$ cat src/rtl/wdg_pkg.sv
package wdg_pkg;
  localparam int unsigned ADDR_W = 3;
  localparam logic [31:0] KICK_KEY = 32'h0000_4755;

  typedef enum logic [ADDR_W-1:0] {
    IDX_COUNT  = 3'd0,
    IDX_RELOAD = 3'd1,
    IDX_KICK   = 3'd2,
    IDX_CTRL   = 3'd3,
    IDX_TOSTAT = 3'd4,
    IDX_TOCLR  = 3'd5,
    IDX_WIDTH  = 3'd6,
    IDX_SEL    = 3'd7
  } reg_idx_e;

  typedef enum logic [1:0] {
    MODE_SOC  = 2'd0,
    MODE_CHIP = 2'd1,
    MODE_CPU  = 2'd2,
    MODE_NONE = 2'd3
  } rst_mode_e;
endpackage

$ cat src/rtl/wdg_regs.sv
module wdg_regs
  import wdg_pkg::*;
#(
  parameter int unsigned DW     = 32,
  parameter int unsigned CNT_W  = 32,
  parameter int unsigned MASK_W = 26,
  parameter int unsigned PW_W   = 8
) (
  input  logic              clk,
  input  logic              rst_n,
  input  logic              we,
  input  logic [ADDR_W-1:0] addr,
  input  logic [DW-1:0]     wdata,
  input  logic              expire_i,
  input  logic [CNT_W-1:0]  cnt_i,
  output logic              kick_o,
  output logic [CNT_W-1:0]  reload_o,
  output logic              en_o,
  output logic              rsten_o,
  output rst_mode_e         mode_o,
  output logic [PW_W-1:0]   width_o,
  output logic [MASK_W-1:0] sel_o,
  output logic              to_o,
  output logic [DW-1:0]     rdata
);
  logic [CNT_W-1:0]  reload_q, reload_d;
  logic              en_q, en_d, rsten_q, rsten_d, boot_q, boot_d, to_q, to_d;
  rst_mode_e         mode_q, mode_d;
  logic [PW_W-1:0]   width_q, width_d;
  logic [MASK_W-1:0] sel_q, sel_d;
  logic              wr_reload, wr_ctrl, wr_clr, wr_width, wr_sel;

  assign wr_reload = we && (addr == IDX_RELOAD);
  assign wr_ctrl   = we && (addr == IDX_CTRL);
  assign wr_clr    = we && (addr == IDX_TOCLR) && wdata[0];
  assign wr_width  = we && (addr == IDX_WIDTH);
  assign wr_sel    = we && (addr == IDX_SEL);
  assign kick_o    = we && (addr == IDX_KICK) && (wdata == KICK_KEY);

  always_comb begin
    reload_d = wr_reload ? wdata[CNT_W-1:0] : reload_q;
    width_d  = wr_width ? wdata[PW_W-1:0] : width_q;
    sel_d    = wr_sel ? wdata[MASK_W-1:0] : sel_q;
    en_d     = en_q;
    rsten_d  = rsten_q;
    boot_d   = boot_q;
    mode_d   = mode_q;
    if (wr_ctrl) begin
      en_d    = wdata[0];
      rsten_d = wdata[1];
      mode_d  = rst_mode_e'(wdata[6:5]);
      boot_d  = wdata[7];
    end
    if (expire_i && rsten_q) en_d = 1'b0;
    to_d = to_q;
    if (wr_clr) to_d = 1'b0;
    if (expire_i) to_d = 1'b1;
  end

  always_ff @(posedge clk or negedge rst_n) begin
    if (!rst_n) begin
      reload_q <= '0;
      en_q     <= 1'b0;
      rsten_q  <= 1'b0;
      boot_q   <= 1'b0;
      mode_q   <= MODE_SOC;
      width_q  <= '0;
      sel_q    <= '0;
      to_q     <= 1'b0;
    end else begin
      reload_q <= reload_d;
      en_q     <= en_d;
      rsten_q  <= rsten_d;
      boot_q   <= boot_d;
      mode_q   <= mode_d;
      width_q  <= width_d;
      sel_q    <= sel_d;
      to_q     <= to_d;
    end
  end

  always_comb begin
    rdata = '0;
    unique case (reg_idx_e'(addr))
      IDX_COUNT:  rdata[CNT_W-1:0] = cnt_i;
      IDX_RELOAD: rdata[CNT_W-1:0] = reload_q;
      IDX_CTRL:   rdata[7:0] = {boot_q, mode_q, 1'b1, 2'b00, rsten_q, en_q};
      IDX_TOSTAT: rdata[0] = to_q;
      IDX_WIDTH:  rdata[PW_W-1:0] = width_q;
      IDX_SEL:    rdata[MASK_W-1:0] = sel_q;
      default:    rdata = '0;
    endcase
  end

  assign reload_o = reload_q;
  assign en_o     = en_q;
  assign rsten_o  = rsten_q;
  assign mode_o   = mode_q;
  assign width_o  = width_q;
  assign sel_o    = sel_q;
  assign to_o     = to_q;
endmodule

$ cat src/rtl/wdg_count.sv
module wdg_count #(
  parameter int unsigned CNT_W = 32
) (
  input  logic             clk,
  input  logic             rst_n,
  input  logic             en_i,
  input  logic             tick_i,
  input  logic             kick_i,
  input  logic [CNT_W-1:0] reload_i,
  output logic [CNT_W-1:0] cnt_o,
  output logic             expire_o
);
  logic [CNT_W-1:0] cnt_q, cnt_d;
  logic             step;

  assign step     = en_i && tick_i && !kick_i;
  assign expire_o = step && (cnt_q == '0);

  always_comb begin
    cnt_d = cnt_q;
    if (kick_i)                     cnt_d = reload_i;
    else if (step && cnt_q != '0)   cnt_d = cnt_q - 1'b1;
  end

  always_ff @(posedge clk or negedge rst_n) begin
    if (!rst_n) cnt_q <= '0;
    else        cnt_q <= cnt_d;
  end

  assign cnt_o = cnt_q;
endmodule

$ cat src/rtl/wdg_pulse.sv
module wdg_pulse
  import wdg_pkg::*;
#(
  parameter int unsigned MASK_W = 26,
  parameter int unsigned PW_W   = 8
) (
  input  logic              clk,
  input  logic              rst_n,
  input  logic              tick_i,
  input  logic              start_i,
  input  rst_mode_e         mode_i,
  input  logic [PW_W-1:0]   width_i,
  input  logic [MASK_W-1:0] sel_i,
  output logic              rst_soc_o,
  output logic              rst_chip_o,
  output logic              rst_cpu_o,
  output logic [MASK_W-1:0] rst_mask_o
);
  localparam logic [PW_W-1:0] ONE = {{(PW_W-1){1'b0}}, 1'b1};

  logic              act_q, act_d;
  logic [PW_W-1:0]   left_q, left_d;
  rst_mode_e         lmode_q, lmode_d;
  logic [MASK_W-1:0] lsel_q, lsel_d;

  always_comb begin
    act_d   = act_q;
    left_d  = left_q;
    lmode_d = lmode_q;
    lsel_d  = lsel_q;
    if (start_i) begin
      act_d   = 1'b1;
      left_d  = (width_i == '0) ? ONE : width_i;
      lmode_d = mode_i;
      lsel_d  = sel_i;
    end else if (act_q && tick_i) begin
      if (left_q == ONE) act_d = 1'b0;
      else               left_d = left_q - ONE;
    end
  end

  always_ff @(posedge clk or negedge rst_n) begin
    if (!rst_n) begin
      act_q   <= 1'b0;
      left_q  <= '0;
      lmode_q <= MODE_SOC;
      lsel_q  <= '0;
    end else begin
      act_q   <= act_d;
      left_q  <= left_d;
      lmode_q <= lmode_d;
      lsel_q  <= lsel_d;
    end
  end

  assign rst_soc_o  = act_q && (lmode_q == MODE_SOC);
  assign rst_chip_o = act_q && (lmode_q == MODE_CHIP);
  assign rst_cpu_o  = act_q && (lmode_q == MODE_CPU);
  assign rst_mask_o = rst_soc_o ? lsel_q : '0;
endmodule

$ cat src/rtl/wdg_keyed.sv
module wdg_keyed
  import wdg_pkg::*;
#(
  parameter int unsigned DW     = 32,
  parameter int unsigned CNT_W  = 32,
  parameter int unsigned MASK_W = 26,
  parameter int unsigned PW_W   = 8
) (
  input  logic              clk,
  input  logic              rst_n,
  input  logic              tick_i,
  input  logic              we,
  input  logic [2:0]        addr,
  input  logic [DW-1:0]     wdata,
  output logic [DW-1:0]     rdata,
  output logic              rst_soc_o,
  output logic              rst_chip_o,
  output logic              rst_cpu_o,
  output logic [MASK_W-1:0] rst_mask_o
);
  logic              kick_w, en_w, rsten_w, expire_w, to_w;
  logic [CNT_W-1:0]  reload_w, cnt_w;
  rst_mode_e         mode_w;
  logic [PW_W-1:0]   width_w;
  logic [MASK_W-1:0] sel_w;

  wdg_regs #(.DW(DW), .CNT_W(CNT_W), .MASK_W(MASK_W), .PW_W(PW_W)) u_regs (
    .clk(clk), .rst_n(rst_n), .we(we), .addr(addr), .wdata(wdata),
    .expire_i(expire_w), .cnt_i(cnt_w), .kick_o(kick_w), .reload_o(reload_w),
    .en_o(en_w), .rsten_o(rsten_w), .mode_o(mode_w), .width_o(width_w),
    .sel_o(sel_w), .to_o(to_w), .rdata(rdata)
  );

  wdg_count #(.CNT_W(CNT_W)) u_count (
    .clk(clk), .rst_n(rst_n), .en_i(en_w), .tick_i(tick_i), .kick_i(kick_w),
    .reload_i(reload_w), .cnt_o(cnt_w), .expire_o(expire_w)
  );

  wdg_pulse #(.MASK_W(MASK_W), .PW_W(PW_W)) u_pulse (
    .clk(clk), .rst_n(rst_n), .tick_i(tick_i), .start_i(expire_w && rsten_w),
    .mode_i(mode_w), .width_i(width_w), .sel_i(sel_w),
    .rst_soc_o(rst_soc_o), .rst_chip_o(rst_chip_o), .rst_cpu_o(rst_cpu_o),
    .rst_mask_o(rst_mask_o)
  );
endmodule

$ cat config.mk
export PLATFORM = sky130hd
export DESIGN_NAME = wdg_keyed
export DESIGN_NICKNAME = d
export VERILOG_FILES = /design/src/rtl/wdg_pkg.sv /design/src/rtl/wdg_regs.sv /design/src/rtl/wdg_count.sv /design/src/rtl/wdg_pulse.sv /design/src/rtl/wdg_keyed.sv
export SDC_FILE = /design/constraint.sdc
export NUM_CORES = 1
export LEC_CHECK = 0
export ABC_AREA = 1
export BUFFER_PORTS_ARGS = -buffer_cell sky130_fd_sc_hd__buf_4
export CORE_MARGIN = 2
export CORE_UTILIZATION = 60
export CTS_BUF_LIST = sky130_fd_sc_hd__clkbuf_8
export CTS_CLUSTER_DIAMETER = 80
export DETAILED_ROUTE_END_ITERATION = 16
export GPL_TIMING_DRIVEN = 0
export PLACE_DENSITY = 0.82
export SLEW_MARGIN = 10
export SYNTH_ARGS = -nofsm -noshare
export SYNTH_HDL_FRONTEND = slang
export SYNTH_HIERARCHICAL = 1
export SYNTH_SLANG_ARGS = --single-unit
$ cat constraint.sdc
create_clock -name clk -period 3.2 [get_ports clk]
set_clock_uncertainty 0.15 [all_clocks]
set_input_delay 0.16 -clock clk [delete_from_list [all_inputs] [get_ports clk]]
set_output_delay 0.16 -clock clk [all_outputs]
set_load 0.01 [all_outputs]
==> impl_metrics.json <==
{
  "yosys_warnings": 6,
  "hold_class": "primary input to register",
  "synthAdderAreaFrac": 0.00477,
  "ys_seq_area_frac": 0.449,
  "drv_cap": 0,
  "root_buffer": "clkbuf_8",
  "io_pins": 100,
  "worstPathRequired_ns": 3.45,
  "drive_gt1_frac": 0.163,
  "post_drt_wl_per_cell_microns": 16.6,
  "numCtsBuffers": 17,
  "ant_nets": 0,
  "synth_seq_cells": 141,
  "dieArea_sq_um": 14000,
  "critPathArrivalTime_ns": 3.26,
  "status": "completed",
  "p_leak_uw": 0.00509,
  "yosys.area_share.simple": 0.358,
  "final_area_sq_um": 9700,
  "grt_pass1_wl_microns": 39600,
  "rows": 41,
  "worst_hold_slack_ns": 0.0306,
  "syn-mean-instance-area_sq_um": 7.04,
  "worst_pin_slew_ns": 0.807,
  "cts_buffer_depth": 2,
  "hold_start": "addr[2]",
  "vias_per_cell": 5.59,
  "drtPass1Iterations": 6,
  "place_area_sq_um": 8850,
  "fp.dieW_microns": 119,
  "insertion_delay_ns": 0.47,
  "cts_sinks": 141,
  "worstPathCellList": "dlygate4sd3_1 -> buf_4 -> inv_1 -> nand4_1 -> nor2_1 -> nand3_1 -> nor2_1 -> buf_2 -> clkinvlp_4 -> nand3_2 -> nor2_4 -> buf_4 -> nand2_1 -> nand4_1 -> dlygate4sd3_1 -> nand2_1",
  "synth_area_leader_cell": "dfrtp_1",
  "first_iter_violations": 886,
  "netlist.area_leader.share": 0.449,
  "antenna_found_initial": 0,
  "seqPwrFrac": 0.422,
  "synth_top_family_by_area": "simple AND/OR/NAND/NOR gates",
  "min_path_cells": 4,
  "dp_slack_ns": -0.279,
  "synthTopCellsByArea": "dfrtp_1, nand2_1, nand3_1",
  "ir_drop_mv": 0.481,
  "crit_path_start_kind": "primary input",
  "place_congestion": 0.969,
  "htree_levels": 4,
  "overflow": 0,
  "slowest_stage": "dlygate4sd3_1",
  "setup_viol": 0,
  "p_int_uw": 3770,
  "synth_xor_area_frac": 0.0122,
  "finalHoldViolations": 0,
  "max_stage_delay_ns": 0.59,
  "clock.fmax_ghz": 0.332,
  "port_buffers": 98,
  "synth_compound_area_frac": 0.0903,
  "syn_inst": 1117,
  "worst-setup-path-type": "primary input to register",
  "muxShareOfSynthArea": 0,
  "wirelength_microns": 24300,
  "nNetsFinal": 1315,
  "reg2reg_slack_ns": 0.26,
  "grt_pass1_vias": 7828,
  "fp.dieH_microns": 119,
  "power.density_nw_per_um2": 650,
  "period_minus_slack_ns": 3.01,
  "final-max-slew-violation-count": 0,
  "r2r_cells": 15,
  "clkPwrFrac": 0.248,
  "worst-path-buf-inv": 7,
  "grt_usage": 0.359,
  "cp-end-kind": "register",
  "setup_slack_ns": 0.191,
  "combPwrFrac": 0.330,
  "cp_max_fo": 9,
  "r2r_start": "u_count/cnt_o[1]$_DFFE_PN0P_",
  "rsz0062_at_grt": "false",
  "area_growth_pct": 23.3,
  "core_area_sq_um": 12700,
  "place_hpwl_microns": 17300,
  "synth_cell_type_count": 35,
  "grt_max_degree": 90,
  "post-route-period-util": 0.940,
  "p_switching_uw": 2530,
  "r2r-end": "u_pulse/lsel_q[25]$_DFFE_PN0P_",
  "path_clk_slew_ns": 0.08,
  "min_to": "u_regs/mode_o[0]$_DFFE_PN0P_",
  "fin_util": 0.762,
  "swShare": 0.401,
  "cts_tree": "built",
  "initial_core_util": 0.618,
  "syn_area_sq_um": 7870,
  "num_antenna_cells": 0,
  "finalSetupTns_ns": 0,
  "critPathTopFamily": "buffers and inverters",
  "synth_nets": 1159,
  "relSlewSlack": 0.462,
  "drt_drc_violations_left": 0,
  "vias": 8147
}
[cells by family after synthesis]
group,Yosys count
xor gates and xnor gates,11
DFF,141
AOI/OAI and AO/OA,125
adders and majority gates,3
buffers and inverters,165
and+or+nand+nor,672
[placed cells by master (no fill, tap or decap), types with 3 or more instances in the layout]
cell and instances:
nand2_1 379, dfrtp_1 141, nand3_1 124, nor2_1 121, inv_1 112, buf_4 102
o21ai_0 65, o21ai_1 38, dlygate4sd3_1 37, buf_2 21, clkbuf_8 18, nand4_1 13
clkbuf_1 12, o21ai_2 12, nand2_2 8, inv_2 7, nor3_1 7, xor2_1 6
nor2_4 5, xnor2_1 5, nor2_2 4, o21bai_1 4, clkinvlp_4 3, clkinv_4 3
inv_6 3, bufinv_16 3, buf_6 3, ha_1 3, clkbuf_2 3, a21oi_1 3
[Yosys cell counts, drive strengths merged]
cell type  instances
nand2            388
dfrtp            141
nor2             130
nand3            126
inv              118
o21ai            115
buf               30
clkbuf            15
nand4             13
nor3               9
o21bai             6
xor2               6
xnor2              5
a21oi              3
ha                 3
and2               2
clkinv             2
nand3b             2
or2                2
a21o               1
[layer usage]
metal,vias up,track usage,wire length [microns],share of wire
met5,-,0,0,0
met4,0,0.161,873,0.036
met3,64,0.0603,1860,0.077
met2,377,0.561,11300,0.46
met1,3863,0.494,10300,0.42
li1,3843,-,-,-
[worst max-delay path by stage]
| stage | to | depth (start not counted) | start |
|---|---|---|---|
| 4_1_cts | u_pulse/left_q[0]$_DFFE_PN0P_ | 18 | u_count/cnt_o[0]$_DFFE_PN0P_ |
| 5_1_grt | u_pulse/left_q[5]$_DFFE_PN0P_ | 18 | u_count/cnt_o[0]$_DFFE_PN0P_ |
| 2_1_floorplan | u_pulse/left_q[5]$_DFFE_PN0P_ | 18 | u_count/cnt_o[0]$_DFFE_PN0P_ |
| 6_report | u_regs/en_o$_DFFE_PN0P_ | 16 | wdata[1] |
| 3_3_place_gp | u_pulse/left_q[7]$_DFFE_PN0P_ | 15 | u_count/cnt_o[0]$_DFFE_PN0P_ |
| 3_5_place_dp | u_pulse/left_q[7]$_DFFE_PN0P_ | 15 | u_count/cnt_o[0]$_DFFE_PN0P_ |
[worst reg2reg max path: stages (launching register included)]
cell and delay [ns]:
dfrtp_1 0.43, inv_1 0.11, ha_1 0.19, nand2_1 0.14
nor2_4 0.17, buf_6 0.16, nand2_2 0.10, nor3_1 0.14
nand2_1 0.12, nor2_4 0.18, nand2_1 0.08, inv_1 0.07
buf_4 0.18, buf_1 0.39, nand2_1 0.13, o21ai_0 0.11
[sequential cells by signal (all words and copies together) (netlist names), 2 cells and up]
name             flops
u_pulse/lmode_q      2
u_regs/reload_o     32
u_regs/mode_o        2
u_pulse/lsel_q      26
u_regs/width_o       8
u_regs/sel_o        26
u_pulse/left_q       8
u_count/cnt_o       32
[what timing repair did]
action	in CTS	in global routing
pin swaps	0	1
gates resized for setup	6	9
hold endpoints to repair	162	0
setup endpoints to repair	36	36
buffers inserted	0	1
hold buffers	37	0
[power groups by stage]
stage               Clock (uW)  Sequential, uW  Combinational (uW)
floorplan                    0            2520                1480
global placement             0            2660                1900
detailed placement           0            2660                1960
CTS                       1570            2640                2020
global route              1640            2710                2370
finish                    1560            2660                2080
[through the flow]
stage / total power [uW] / std cells
5_1_grt: 6720 / 1458
3_5_place_dp: 4630 / 1388
6_report: 6300 / 1458
2_1_floorplan: 4000 / 1117
3_3_place_gp: 4560 / 1387
4_1_cts: 6220 / 1457
[layout make-up]
cell class              instances  area, sq um
multi-input cells             811         3680
fillers                       994         3030
clock buffers                  18          248
clock inverters                14          184
flip-flops and latches        141         3530
well taps                     172          215
repair buffers                137         1140
inverters                     120          455
plain buffers                  45          240
Power figures use the tool's default switching activity.
